$ cat src/rtl/adc_bus_ctrl_pkg.sv
package adc_bus_ctrl_pkg;

  // Strobes issued by the sequencer to the datapath
  typedef struct packed {
    logic latchChan;   // capture the bus address as the converted channel
    logic latchUpper;  // capture the coarse half of the result
    logic loadResult;  // capture the fine half and publish the result
  } ctlStrobe_t;

endpackage

$ cat src/rtl/adc_bus_ctrl_seq.sv
module adc_bus_ctrl_seq
  import adc_bus_ctrl_pkg::*;
#(
  parameter int TRACK_CYC  = 50,
  parameter int COARSE_CYC = 90,
  parameter int SPACE_CYC  = 125
) (
  input  logic       clk,
  input  logic       rstN,
  input  logic       csN,
  input  logic       rdN,
  input  logic       pipeMode,
  input  logic       engDone,
  output ctlStrobe_t strobe,
  output logic       sampleStrobe,
  output logic       dataOe,
  output logic       readyLow,
  output logic       intN,
  output logic       spacingErr
);

  localparam int CNT_W = $clog2(SPACE_CYC + 1);
  localparam logic [CNT_W-1:0] SPACE_V  = CNT_W'(SPACE_CYC);
  localparam logic [CNT_W-1:0] TRACK_V  = CNT_W'(TRACK_CYC);
  localparam logic [CNT_W-1:0] COARSE_V = CNT_W'(COARSE_CYC);

  logic csQ, rdQ;
  logic [CNT_W-1:0] sinceStart;
  logic busy, readyQ, intQ, fresh, accRead, errQ;

  logic active, activeQ, startReq, startOk, startBad;
  logic csFall, csRise, rdRise, readEnd, convDone;

  // Bus edge detection on the sampled strobes
  always_comb begin
    active   = !csN && !rdN;
    activeQ  = !csQ && !rdQ;
    startReq = active && !activeQ;
    startOk  = startReq && !busy && (sinceStart >= SPACE_V);
    startBad = startReq && !startOk;
    csFall   = csQ && !csN;
    csRise   = !csQ && csN;
    rdRise   = !rdQ && rdN;
    readEnd  = csRise || rdRise;
    convDone = busy && engDone;
  end

  always_ff @(posedge clk) begin
    if (!rstN) begin
      csQ <= 1'b1;
      rdQ <= 1'b1;
    end else begin
      csQ <= csN;
      rdQ <= rdN;
    end
  end

  // Start-relative cycle counter: drives the tracking window, the coarse
  // point and the minimum spacing. It saturates once spacing is met.
  always_ff @(posedge clk) begin
    if (!rstN) begin
      sinceStart <= SPACE_V;
    end else if (startOk) begin
      sinceStart <= CNT_W'(1);
    end else if (sinceStart < SPACE_V) begin
      sinceStart <= sinceStart + CNT_W'(1);
    end
  end

  always_ff @(posedge clk) begin
    if (!rstN) begin
      busy <= 1'b0;
    end else if (startOk) begin
      busy <= 1'b1;
    end else if (convDone) begin
      busy <= 1'b0;
    end
  end

  // The read that started the current conversion is still open
  always_ff @(posedge clk) begin
    if (!rstN) begin
      accRead <= 1'b0;
    end else if (startOk) begin
      accRead <= 1'b1;
    end else if (readEnd) begin
      accRead <= 1'b0;
    end
  end

  // Ready hold in stalling mode
  always_ff @(posedge clk) begin
    if (!rstN) begin
      readyQ <= 1'b0;
    end else if (convDone || startBad || csRise || pipeMode) begin
      readyQ <= 1'b0;
    end else if (csFall) begin
      readyQ <= 1'b1;
    end
  end

  // Interrupt: done has priority over the end of a read
  always_ff @(posedge clk) begin
    if (!rstN) begin
      intQ <= 1'b1;
    end else if (convDone) begin
      intQ <= 1'b0;
    end else if (readEnd && accRead) begin
      intQ <= 1'b1;
    end
  end

  // Fresh-result flag for the stalling read
  always_ff @(posedge clk) begin
    if (!rstN) begin
      fresh <= 1'b0;
    end else if (readEnd || startReq) begin
      fresh <= 1'b0;
    end else if (convDone && !pipeMode) begin
      fresh <= 1'b1;
    end
  end

  always_ff @(posedge clk) begin
    if (!rstN) begin
      errQ <= 1'b0;
    end else begin
      errQ <= startBad;
    end
  end

  always_comb begin
    strobe.latchChan  = (startOk && !pipeMode) || (rdRise && accRead && pipeMode);
    strobe.latchUpper = busy && (sinceStart == COARSE_V);
    strobe.loadResult = convDone;
    sampleStrobe      = busy && (sinceStart == TRACK_V);
    dataOe            = active && (pipeMode || fresh);
    readyLow          = readyQ && !pipeMode;
    intN              = intQ;
    spacingErr        = errQ;
  end

  // the bus is never driven in stalling mode while ready still holds
  assert_no_drive_while_stalled_R3: assert property (@(posedge clk) disable iff (!rstN)
    (!pipeMode && dataOe) |-> !readyLow);

  // interrupt falls only one cycle after an engine done during a conversion
  assert_int_fall_on_done_R4: assert property (@(posedge clk) disable iff (!rstN)
    (!intN && $past(intN)) |-> $past(engDone && busy));

  // the sample strobe is a single-cycle pulse
  assert_single_sample_R6: assert property (@(posedge clk) disable iff (!rstN)
    sampleStrobe |=> !sampleStrobe);

  // a read opening during a conversion is always flagged
  assert_busy_start_flagged_R8: assert property (@(posedge clk) disable iff (!rstN)
    (busy && startReq) |=> spacingErr);

  // pipelined mode never holds the ready line
  assert_no_ready_pipelined_R5: assert property (@(posedge clk) disable iff (!rstN)
    (pipeMode && $past(pipeMode)) |-> !readyLow);

endmodule

$ cat src/rtl/adc_bus_ctrl_path.sv
module adc_bus_ctrl_path
  import adc_bus_ctrl_pkg::*;
#(
  parameter int NUM_CH = 8,
  parameter int RES_W  = 8
) (
  input  logic             clk,
  input  logic             rstN,
  input  ctlStrobe_t       strobe,
  input  logic [2:0]       chanAddr,
  input  logic [RES_W-1:0] engResult,
  output logic [RES_W-1:0] resultQ,
  output logic [2:0]       selChan
);

  localparam int CH_W = (NUM_CH > 4) ? 3 : 2;
  localparam int HI_W = RES_W / 2;
  localparam int LO_W = RES_W - HI_W;

  logic [2:0]      chanMasked;
  logic [2:0]      chanQ;
  logic [HI_W-1:0] upperQ;

  // Address bits above the build's channel count are forced to zero
  for (genvar b = 0; b < 3; b++) begin : g_chanBit
    if (b < CH_W) begin : g_used
      assign chanMasked[b] = chanAddr[b];
    end else begin : g_unused
      assign chanMasked[b] = 1'b0;
    end
  end

  always_ff @(posedge clk) begin
    if (!rstN) begin
      chanQ <= '0;
    end else if (strobe.latchChan) begin
      chanQ <= chanMasked;
    end
  end

  always_ff @(posedge clk) begin
    if (!rstN) begin
      upperQ <= '0;
    end else if (strobe.latchUpper) begin
      upperQ <= engResult[RES_W-1:LO_W];
    end
  end

  always_ff @(posedge clk) begin
    if (!rstN) begin
      resultQ <= '0;
    end else if (strobe.loadResult) begin
      resultQ <= {upperQ, engResult[LO_W-1:0]};
    end
  end

  assign selChan = chanQ;

  // an unused high address bit never reaches the engine
  assert_chan_in_range_R1: assert property (@(posedge clk) disable iff (!rstN)
    (NUM_CH <= 4) |-> !selChan[2]);

endmodule

$ cat src/rtl/adc_bus_ctrl.sv
module adc_bus_ctrl
  import adc_bus_ctrl_pkg::*;
#(
  parameter int NUM_CH     = 8,
  parameter int TRACK_CYC  = 50,
  parameter int COARSE_CYC = 90,
  parameter int SPACE_CYC  = 125
) (
  input  logic       clk,
  input  logic       rstN,
  input  logic       csN,
  input  logic       rdN,
  input  logic [2:0] chanAddr,
  input  logic       pipeMode,
  input  logic [7:0] engResult,
  input  logic       engDone,
  output logic [7:0] dataOut,
  output logic       dataOe,
  output logic       readyLow,
  output logic       intN,
  output logic       sampleStrobe,
  output logic [2:0] selChan,
  output logic       spacingErr
);

  ctlStrobe_t strobe;
  logic [7:0] resultQ;

  adc_bus_ctrl_seq #(
    .TRACK_CYC (TRACK_CYC),
    .COARSE_CYC(COARSE_CYC),
    .SPACE_CYC (SPACE_CYC)
  ) u_seq (
    .clk         (clk),
    .rstN        (rstN),
    .csN         (csN),
    .rdN         (rdN),
    .pipeMode    (pipeMode),
    .engDone     (engDone),
    .strobe      (strobe),
    .sampleStrobe(sampleStrobe),
    .dataOe      (dataOe),
    .readyLow    (readyLow),
    .intN        (intN),
    .spacingErr  (spacingErr)
  );

  adc_bus_ctrl_path #(
    .NUM_CH(NUM_CH),
    .RES_W (8)
  ) u_path (
    .clk      (clk),
    .rstN     (rstN),
    .strobe   (strobe),
    .chanAddr (chanAddr),
    .engResult(engResult),
    .resultQ  (resultQ),
    .selChan  (selChan)
  );

  assign dataOut = dataOe ? resultQ : 8'h00;

endmodule

$ cat config.mk
export PLATFORM = sky130hd
export DESIGN_NAME = adc_bus_ctrl
export DESIGN_NICKNAME = d
export VERILOG_FILES = /design/src/rtl/adc_bus_ctrl_pkg.sv /design/src/rtl/adc_bus_ctrl_seq.sv /design/src/rtl/adc_bus_ctrl_path.sv /design/src/rtl/adc_bus_ctrl.sv
export SDC_FILE = /design/constraint.sdc
export NUM_CORES = 1
export LEC_CHECK = 0
export BUFFER_PORTS_ARGS = -buffer_cell sky130_fd_sc_hd__buf_2
export CAP_MARGIN = 15
export CORE_MARGIN = 10
export CORE_UTILIZATION = 56
export CTS_CLUSTER_SIZE = 20
export DETAILED_ROUTE_END_ITERATION = 10
export PLACE_DENSITY_LB_ADDON = 0.08
export SYNTH_ARGS = -nofsm -noshare
export SYNTH_HDL_FRONTEND = slang
export SYNTH_SLANG_ARGS = --single-unit
$ cat constraint.sdc
create_clock -name clk -period 3.8 [get_ports clk]
set_input_delay 0.38 -clock clk [delete_from_list [all_inputs] [get_ports clk]]
set_output_delay 0.38 -clock clk [all_outputs]
set_load 0.01 [all_outputs]
==> results of run 1 <==
## state kept, by name, indices dropped and copies added (netlist names)
name              flops
u_seq.fresh           1
u_seq.busy            1
u_seq.intN            1
u_path.selChan        3
u_seq.rdQ             1
u_path.upperQ         4
u_seq.sinceStart      7
u_seq.spacingErr      1
u_seq.readyQ          1
u_path.resultQ        8
u_seq.csQ             1
u_seq.accRead         1
## critical path: stages, from the launching register on
cell and delay (ps):
dfxtp_1 470, ha_1 200, nand3b_1 110, nor4_1 250, buf_2 180
## cells in the final DEF, fill, tap and decap left out, drive strengths merged, types with 2 or more instances in the layout
master and n:
nor3 4, o21ai 5, a31oi 2, nor2b 5
and3 3, nor4 3, nand3 3, nand2 28
inv 7, buf 32, ha 3, a21oi 5
dfxtp 30, clkbuf 7, o21a 2, a21boi 9
mux2i 7, nor2 8, and4 2, and2 9
## final timing paths
check | depth (start not counted) | slack [ps] | startpoint | endpoint
setup / recovery | 4 | 1880 | u_seq.sinceStart[1]$_SDFFE_PP0N_ | sampleStrobe
hold / removal | 3 | 280 | chanAddr[2] | u_path.selChan[2]$_SDFFE_PN0P_
setup reg to reg | 6 | 2160 | u_seq.sinceStart[1]$_SDFFE_PP0N_ | u_seq.sinceStart[6]$_SDFFE_PN1P_
hold reg to reg | 2 | 460 | u_path.selChan[2]$_SDFFE_PN0P_ | u_path.selChan[2]$_SDFFE_PN0P_
## routing by layer
layer | GRT usage (%) | wire (um) | up-vias
met5 | 0 | 0 | -
met4 | 5.376 | 61 | 0
met3 | 6.974 | 226 | 7
met2 | 21.36 | 1447 | 29
met1 | 12.90 | 1331 | 534
li1 | - | - | 604
## cell families (layout without fill, tap and decap cells)
family / after synthesis / in the layout / share of synthesized area (%)
multiplexers: 8 / 8 / 5.662
AND/OR/NAND/NOR: 71 / 71 / 29.09
buffers and inverters: 14 / 47 / 4.529
XOR/XNOR: 2 / 2 / 1.220
AO/OA/AOI/OAI: 28 / 28 / 14.37
adder cells (fa/ha/maj): 4 / 4 / 3.310
flip-flops: 30 / 30 / 41.81
## stage by stage
stage	std cells	setup WS [ps]	cell area, sq um	hold WS, ps	power, mW
4_1_cts	220	1837	1655	267.7	0.9324
3_5_place_dp	212	2148	1595	453.4	0.7340
6_report	220	1880	1655	280.2	0.9207
3_3_place_gp	212	2169	1595	442.1	0.7207
5_1_grt	220	1751	1655	290.7	0.9863
2_1_floorplan	157	2300	1436	438.9	0.6789
## cell type report
type / instances / share of cell area, %
clock buffers: 7 / 3.326
clock inverters: 1 / 0.3023
inverters: 7 / 1.587
multi-input cells: 113 / 46.56
flip-flops and latches: 30 / 36.28
well taps: 30 / 2.268
repair buffers: 32 / 9.675
## power by group through the flow
stage                     Sequential (mW)  Clock [mW]  Combinational, mW
after floorplan                     0.407           0              0.272
after global placement              0.424           0              0.297
after detailed placement            0.426           0              0.308
after CTS                           0.420       0.203              0.310
after global routing                0.429       0.215              0.342
final                               0.420       0.195              0.305
==> metrics.md, run 1 <==
| Metric | Value |
|---|---|
| Logic pwr share | 33.1% |
| Clk Latency, worst-skew pair | 340 ps |
| Worst VDD drop | 429.2 uV |
| Initial antenna violation count | 0 |
| Total routed wirelength | 3.067 mm |
| Layout cells sized above 1 | 26.32% |
| Clock skew | 9.752 ps |
| Net Sw Power | 0.3349 mW |
| Finish-stage setup viols | 0 |
| Fillers | 206 |
| Commonest cells post-synth | dfxtp_1, nand2_1, and2_1 |
| Resize count post-CTS | 0 |
| Netlist Area Pre-Place | 1436 sq um |
| Root Buffer | clkbuf_4 |
| Fin crit share | 50.53% |
| Average size of a mapped cell | 9.149 sq um |
| DP Wirelength | 2.290 mm |
| DR pass1 iterations | 4 |
| Int Pwr | 0.5858 mW |
| Tot GR Track Use | 12.74% |
| ANT nets after route | 0 |
| Worst rel slew slack | 63.28% |
| Async SR Flop Fraction | 0% |
| Die area | 4991 sq um |
| Die width | 70.65 um |
| Row cnt | 18 |
| Clk pwr share | 21.2% |
| Fmax | 520.8 MHz |
| Power Density | 556.2 nW/um^2 |
| Static Leak | 0.7225 nW |
| Initial core utilization | 58.51% |
| Vias | 1174 |
| Num ports | 33 |
| Sequential share of power | 45.6% |
| CP max FO | 6 |
| Detailed-route wire length per cell | 13.94 um |
| Residual DRC | 0 |
| Syn. warnings | 0 |
| Post-Route Utilization | 67.43% |
| Clock Path Buffers | 2 |
| Syn nets | 177 |
| GRT Residual Overflow | 0 |
| Post-synth EDFFs | 0 |
| Multi-input gate area | 770.7 sq um |
| Vias in the first global route | 1243 |
| Critical Path Start Type | register |
| Clock Pin Slew Worst Setup and Hold Paths | 90 ps |
| Port Buffers | 32 |
| Die Y | 70.65 um |
| CP Class | reg -> out |
| Crit path DAT | 1540 ps |
| Worst setup EP type | output pin |
| Post-route minimum period | 1920 ps |
| Clock Sinks | 30 |
| CTS Buf Count | 5 |
| Hold crit path type | in -> reg |
| FF+latch area | 600.6 sq um |
| Req. time, crit path | 3420 ps |
| Outcome | completed |
| Largest net degree at the start of global routing | 36 |
| Fin Setup TNS | 0 ps |
| Setup bufs post-CTS | 0 |
| Sw Ratio | 36.37% |
| GPL Wtd Cong | 0.7865 |
| RSZ-0062 raised after global routing | false |
| Nets | 209 |
| Hold-fix buffers, CTS | 0 |
| Post-synth top area cell | dfxtp_1 |
| Final hold violations | 0 |
| H-tree depth | 2 |
| DR iter-0 viols | 51 |
| Sequential element share of the synthesized area | 41.81% |
| Vias per cell | 5.336 |
| Ys flop type | dfxtp_1 |
| Placeable Area | 2455 sq um |
| Synth Instances | 157 |
| Max_cap viols | 0 |
| CTS tree | yes |
| Unique masters post-synth | 45 |
| Max-slew violations | 0 |
| Synth-to-Final Area Change | 15.24% |
| Global-route wire length before repair | 5.244 mm |
| Most common cell in the synthesized netlist | dfxtp_1 |
| Number of synthesized register bits | 30 |
| Worst-Margin Slew | 550.9 ps |
| Synth top area share | 41.81% |
| Top post-synthesis cells by area | dfxtp_1, nand2_1, mux2i_1 |
| N_diodes | 0 |
Power figures use the tool's default switching activity.
==> inputs of run 2 (changes only) <==
CORE_UTILIZATION = 52   (was 56)
clock period = 1.85 ns   (was 3.8 ns; I/O delays follow)
==> run 2 against run 1 <==
Count of clock-buffer cells in the layout fell by 1; cell count did not move; via count fell by 0.43%; combinational power rose by 110%; largest power group unchanged; highest routed layer unchanged.
==> metrics.md, run 2 (synthesis gave the netlist of run 1 again) <==
| Metric | Value |
|---|---|
| Fin cells | 220 (unchanged) |
| Die Y | 72.56 um (+2.7%) |
| Initial core utilization | 56.44% (-2.1 points) |
| N_diodes | 0 (unchanged) |
| Total routed wirelength | 3.044 mm (-0.75%) |
| Largest net degree at the start of global routing | 36 (unchanged) |
| Max stage delay cell, worst path | dfxtp_1 |
| Clk Latency, worst-skew pair | 330 ps (about the same) |
| Crit path DAT | 1510 ps (-30 ps) |
| Critical path's largest stage delay | 390 ps (-80 ps) |
| GRT Residual Overflow | 0 (unchanged) |
| Clock skew | 4.372 ps (-5.380 ps) |
| Met3 wire length | 241 um (+6.6%) |
| Clock Pin Slew Worst Setup and Hold Paths | 90 ps (about the same) |
| Vias | 1169 (-0.43%) |
| CP Cell Sequence | inv_1 > ha_1 > nand3b_1 > nor4_1 > buf_2 |
| Met1 wire length | 1.362 mm (+2.3%) |
| Worst setup EP type | output pin |
| Placeable Area | 2545 sq um (+3.7%) |
| CTS tree | yes |
| Req. time, crit path | 1660 ps (-1760 ps) |
| Final WS setup | 153.6 ps (-1726 ps) |
| Tot GR Track Use | 12.67% (-0.072 points) |
| FF-to-FF path depth | 5 (-1) |
| Hold-fix buffers, CTS | 0 (unchanged) |
| Critical Path Start Type | register |
| Fin Setup TNS | 0 ps (unchanged) |
| H-tree depth | 2 (unchanged) |
| Placed Instances | 212 (unchanged) |
| Clock Path Buffers | 2 (unchanged) |
| Finish-stage setup viols | 0 (unchanged) |
| Initial antenna violation count | 0 (unchanged) |
| Most frequent cells in the layout | buf_2, dfxtp_1, nand2_1 |
| Die area | 5264 sq um (+5.5%) |
| Placement Setup Slack | 237.1 ps (-1911 ps) |
| Worst-Margin Slew | 559.3 ps (+8.438 ps) |
| Max-slew violations | 0 (unchanged) |
| Port Buffers | 32 (unchanged) |
| CP Class | reg -> out |
| Num ports | 33 (unchanged) |
| CP max FO | 6 (unchanged) |
| Root Buffer | clkbuf_4 |
| DR iter-0 viols | 73 (+43%) |
| Die width | 72.56 um (+2.7%) |
| Max FFs per register | 8 (unchanged) |
| GPL Wtd Cong | 0.7849 (-0.20%) |
| RSZ-0062 raised after global routing | false |
| Synth-to-Final Area Change | 16.03% |
| Power Density | 1152 nW/um^2 (+110%) |
| Fmax | 589.5 MHz |
| Worst rel slew slack | 62.71% (-0.56 points) |
| Layout cells sized above 1 | 27.37% (+1.1 points) |
| Final hold violations | 0 (unchanged) |
| Vias per cell | 5.314 (-0.43%) |
| ANT nets after route | 0 (unchanged) |
| Most common cell after layout, fill and taps aside | buf_2 |
| Detailed-route wire length per cell | 13.84 um (-0.75%) |
| Fin crit share | 91.70% |
| Row cnt | 18 (unchanged) |
| Residual DRC | 0 (unchanged) |
| Clock Sinks | 30 (unchanged) |
| Max_cap viols | 0 (unchanged) |
| Worst VDD drop | 824.2 uV (+92%) |
| Vias in the first global route | 1213 (-2.4%) |
| Outcome | completed |
| Post-route minimum period | 1696 ps |
| DP Wirelength | 2.292 mm (about the same) |
| Hold crit path type | in -> reg |
| Nets | 209 (unchanged) |
| Met2 WL | 1.382 mm (-4.5%) |
| Top sig layer | met4 |
| Top reg by flops | u_path.resultQ |
| DR pass1 iterations | 4 (unchanged) |
| CTS Buf Count | 5 (unchanged) |
| Largest regs | u_path.resultQ: 8 flops, u_seq.sinceStart: 7 flops, u_path.upperQ: 4 flops |
| Global-route wire length before repair | 5.347 mm (+2.0%) |
| Hold path cells | 3 (unchanged) |
| Static Leak | 0.7242 nW (+0.23%) |
run 2: cell count changes in the layout (fill, tap and decap cells not counted):
cell,before,now
nor3_2,1,0
dfxtp_2,0,1
nor3_4,2,3
clkbuf_1,1,0
dfxtp_1,30,29
clkinvlp_4,0,1
run 2: repair_timing:
| action | in CTS | in global routing |
|---|---|---|
| gates resized for setup | 0 | 2 |
| setup buffers | 0 | 0 |
| endpoints found under the setup margin | 0 | 2 |
run 2: final timing paths:
check	startpoint	endpoint	slack, ps
worst max-delay path	u_seq.sinceStart[0]$_SDFFE_PP1N_	sampleStrobe	150
worst max register to register	u_seq.sinceStart[0]$_SDFFE_PP1N_	u_seq.sinceStart[5]$_SDFFE_PN1P_	240
worst min register to register	u_path.selChan[2]$_SDFFE_PN0P_	u_path.selChan[2]$_SDFFE_PN0P_	460
worst min-delay path	chanAddr[2]	u_path.selChan[2]$_SDFFE_PN0P_	80
run 2: routing by layer:
layer,up-vias,global-route usage [%]
met1,534,14.27
li1,600,-
met4,0,6.329
met5,-,0
met3,7,5.442
met2,28,19.94
run 2: critical path, delay by kind of cell (launching register included):
kind / cells / cell delay (ps)
flip-flops: 1 / 390
adder cells (fa/ha/maj): 1 / 150
buffers and inverters: 2 / 290
AND/OR/NAND/NOR: 2 / 350
run 2: through the flow:
| step | cell area [sq um] | utilization [%] | hold slack (ps) | power, mW |
|---|---|---|---|---|
| global route | 1667 | 65.49 | 74.47 | 2.058 |
| floorplan | 1436 | - | 294.2 | 1.395 |
| finish | 1667 | 65.49 | 80.04 | 1.920 |
| CTS | 1659 | 65.19 | 74.35 | 1.930 |
| global placement | 1595 | 62.68 | 427.0 | 1.486 |
| detailed placement | 1595 | 62.68 | 434.4 | 1.517 |
run 2: layout make-up:
cell class / instances / area, sq um
Clock inverter: 2 / 12.51
Multi-Input combinational cell: 113 / 777.0
Tap cell: 30 / 37.54
Clock buffer: 6 / 51.30
Inverter: 7 / 26.28
Fill cell: 251 / 878.3
Timing Repair Buffer: 32 / 160.2
Sequential cell: 30 / 601.8
run 2: power by group:
| part | switching, mW | internal [mW] | leakage (nW) |
|---|---|---|---|
| logic | 0.361 | 0.282 | 0.445 |
| registers | 0.122 | 0.740 | 0.245 |
| clock network | 0.233 | 0.182 | 0.0343 |
| total | 0.716 | 1.20 | 0.724 |
==> inputs of run 3 (changes only) <==
CAP_MARGIN = default   (was 15)
CORE_UTILIZATION = 40   (was 52)
==> run 3 against run 2 <==
Sequential cell count is the same; cell count increased by 8.2%; final area grew 1.7%; clock skew is 4.4 ps higher; sequential power barely moved; clock power increased by 1%; total power grew 0.38%; global-route usage decreased by 2.2 points; via count shrank 0.77%; largest cell class unchanged; largest power group unchanged.
==> metrics.md, run 3 (synthesis gave the netlist of run 1 again) <==
| Metric | Value |
|---|---|
| Hold_sp | chanAddr[2] |
| Most common cell after layout, fill and taps aside | buf_2 |
| Top reg by flops | u_path.resultQ |
| Clk Latency, worst-skew pair | 340 ps (about the same) |
| Clock Sinks | 30 (unchanged) |
| Die area | 6388 sq um (+21%) |
| Placement Setup Slack | 242.7 ps (+5.610 ps) |
| Nets | 211 (+0.96%) |
| N_diodes | 0 (unchanged) |
| Req. time, crit path | 1660 ps (about the same) |
| Largest regs | u_path.resultQ: 8 flops, u_seq.sinceStart: 7 flops, u_path.upperQ: 4 flops |
| Clock skew | 8.743 ps (+4.371 ps) |
| ANT nets after route | 0 (unchanged) |
| Flop2flop setup slack | 220 ps (-20 ps) |
| Most frequent cells in the layout | buf_2, dfxtp_1, nand2_1 |
| Max FFs per register | 8 (unchanged) |
| Outcome | completed |
| Fmax | 574.1 MHz (-2.6%) |
| Residual DRC | 0 (unchanged) |
| Hold path cells | 3 (unchanged) |
| Detailed-route wire length per cell | 13.23 um (-4.4%) |
| DR pass1 iterations | 4 (unchanged) |
| CP max FO | 6 (unchanged) |
| Hold-fix buffers, CTS | 0 (unchanged) |
| Max_cap viols | 0 (unchanged) |
| Fin crit share | 94.16% (+2.5 points) |
| Dpl cell area | 1630 sq um (+2.2%) |
| Placeable Area | 3416 sq um (+34%) |
| Clock Path Buffers | 2 (unchanged) |
| Final hold violations | 0 (unchanged) |
| Total routed wirelength | 3.149 mm (+3.4%) |
| Static Leak | 0.7317 nW (+1.0%) |
| Fin Setup TNS | 0 ps (unchanged) |
| GPL Wtd Cong | 0.7578 (-3.5%) |
| Die Y | 79.93 um (+10%) |
| Global-route wire length before repair | 5.299 mm (-0.90%) |
| Synth-to-Final Area Change | 17.94% |
| DP Wirelength | 2.405 mm (+5.0%) |
| Port Buffers | 32 (unchanged) |
| DR iter-0 viols | 65 (-11%) |
| Resize count post-CTS | 0 (unchanged) |
| Power Density | 1138 nW/um^2 (-1.3%) |
| Placed Instances | 230 (+8.5%) |
| CP Class | reg -> out |
| Fin cells | 238 (+8.2%) |
| Vias | 1160 (-0.77%) |
| Layout cells sized above 1 | 27.60% (+0.24 points) |
| FF-to-FF path depth | 6 (+1) |
| WHS | 69.55 ps (-10.50 ps) |
| Vias in the first global route | 1123 (-7.4%) |
| Finish-stage setup viols | 0 (unchanged) |
| Post-route minimum period | 1742 ps (+45.61 ps) |
| Hold crit path type | in -> reg |
| GRT Residual Overflow | 0 (unchanged) |
| Clock Pin Slew Worst Setup and Hold Paths | 100 ps (about the same) |
| Setup bufs post-CTS | 0 (unchanged) |
| Die width | 79.93 um (+10%) |
| Hold EP | u_path.selChan[2]$_SDFFE_PN0P_ |
| Worst setup EP type | output pin |
| Initial core utilization | 42.05% (-14 points) |
| Max-slew violations | 0 (unchanged) |
| Reg-to-Reg Start | u_seq.sinceStart[1]$_SDFFE_PP0N_ |
| Worst-Margin Slew | 478.0 ps (-81.32 ps) |
| Critical Path Start Type | register |
| Power Total | 1.928 mW (+0.38%) |
| Root Buffer | clkbuf_4 |
| Worst rel slew slack | 67.96% (+5.2 points) |
| Num ports | 33 (unchanged) |
| RSZ-0062 raised after global routing | false |
| Vias per cell | 4.874 (-8.3%) |
| Tot GR Track Use | 10.49% (-2.2 points) |
| Worst R2R End | u_seq.sinceStart[6]$_SDFFE_PN1P_ |
| CTS tree | yes |
| Final instance area | 1694 sq um (+1.7%) |
| Initial antenna violation count | 0 (unchanged) |
| Final WS setup | 108.0 ps (-45.61 ps) |
| H-tree depth | 2 (unchanged) |
| CTS Buf Count | 5 (unchanged) |
| Post-Route Utilization | 49.60% (-16 points) |
| Row cnt | 21 (+3) |
| Largest net degree at the start of global routing | 23 (-36%) |
| Crit path DAT | 1560 ps (+50 ps) |
| Worst VDD drop | 579.7 uV (-30%) |
run 3: changes by cell type in the layout (fill, tap and decap cells not counted):
cell and delta:
dfxtp_1 +1, nor3_4 -1, buf_4 +2, nor3_2 +1, dfxtp_2 -1
run 3: worst max-delay path by stage:
stage                                          start                                to
finish              u_seq.sinceStart[0]$_SDFFE_PP1N_                      sampleStrobe
global route        u_seq.sinceStart[0]$_SDFFE_PP1N_                      sampleStrobe
CTS                 u_seq.sinceStart[0]$_SDFFE_PP1N_                      sampleStrobe
detailed placement  u_seq.sinceStart[1]$_SDFFE_PP0N_    u_path.selChan[0]$_SDFFE_PN0P_
global placement    u_seq.sinceStart[1]$_SDFFE_PP0N_  u_seq.sinceStart[6]$_SDFFE_PN1P_
floorplan           u_seq.sinceStart[1]$_SDFFE_PP0N_  u_seq.sinceStart[6]$_SDFFE_PN1P_
run 3: final cells by class:
| class | count | area, sq um |
|---|---|---|
| clock inverters | 2 | 12.51 |
| well taps | 46 | 57.56 |
| multi-input cells | 113 | 770.7 |
| inverters | 7 | 26.28 |
| fillers | 353 | 1722 |
| flip-flops and latches | 30 | 600.6 |
| repair buffers | 34 | 175.2 |
| clock buffers | 6 | 51.30 |
run 3: per-layer routing:
metal	up-vias	share of wire (%)	GRT usage [%]
met4	0	2.1	5.282
met3	6	8.5	5.968
met5	-	0	0
met1	516	47	12.42
li1	609	-	-
met2	29	42	14.69
run 3: where the power goes:
group          total (mW)  internal [mW]  switching (mW)  leakage [nW]
Clock               0.421          0.182           0.239        0.0343
Sequential          0.863          0.739           0.124         0.244
Combinational       0.644          0.286           0.358         0.453
run 3: critical path, cell delays in order (launching register included):
cell and delay (ps):
dfxtp_1 390, inv_1 130, ha_1 160, nand3b_1 130, nor4_1 230, buf_2 170
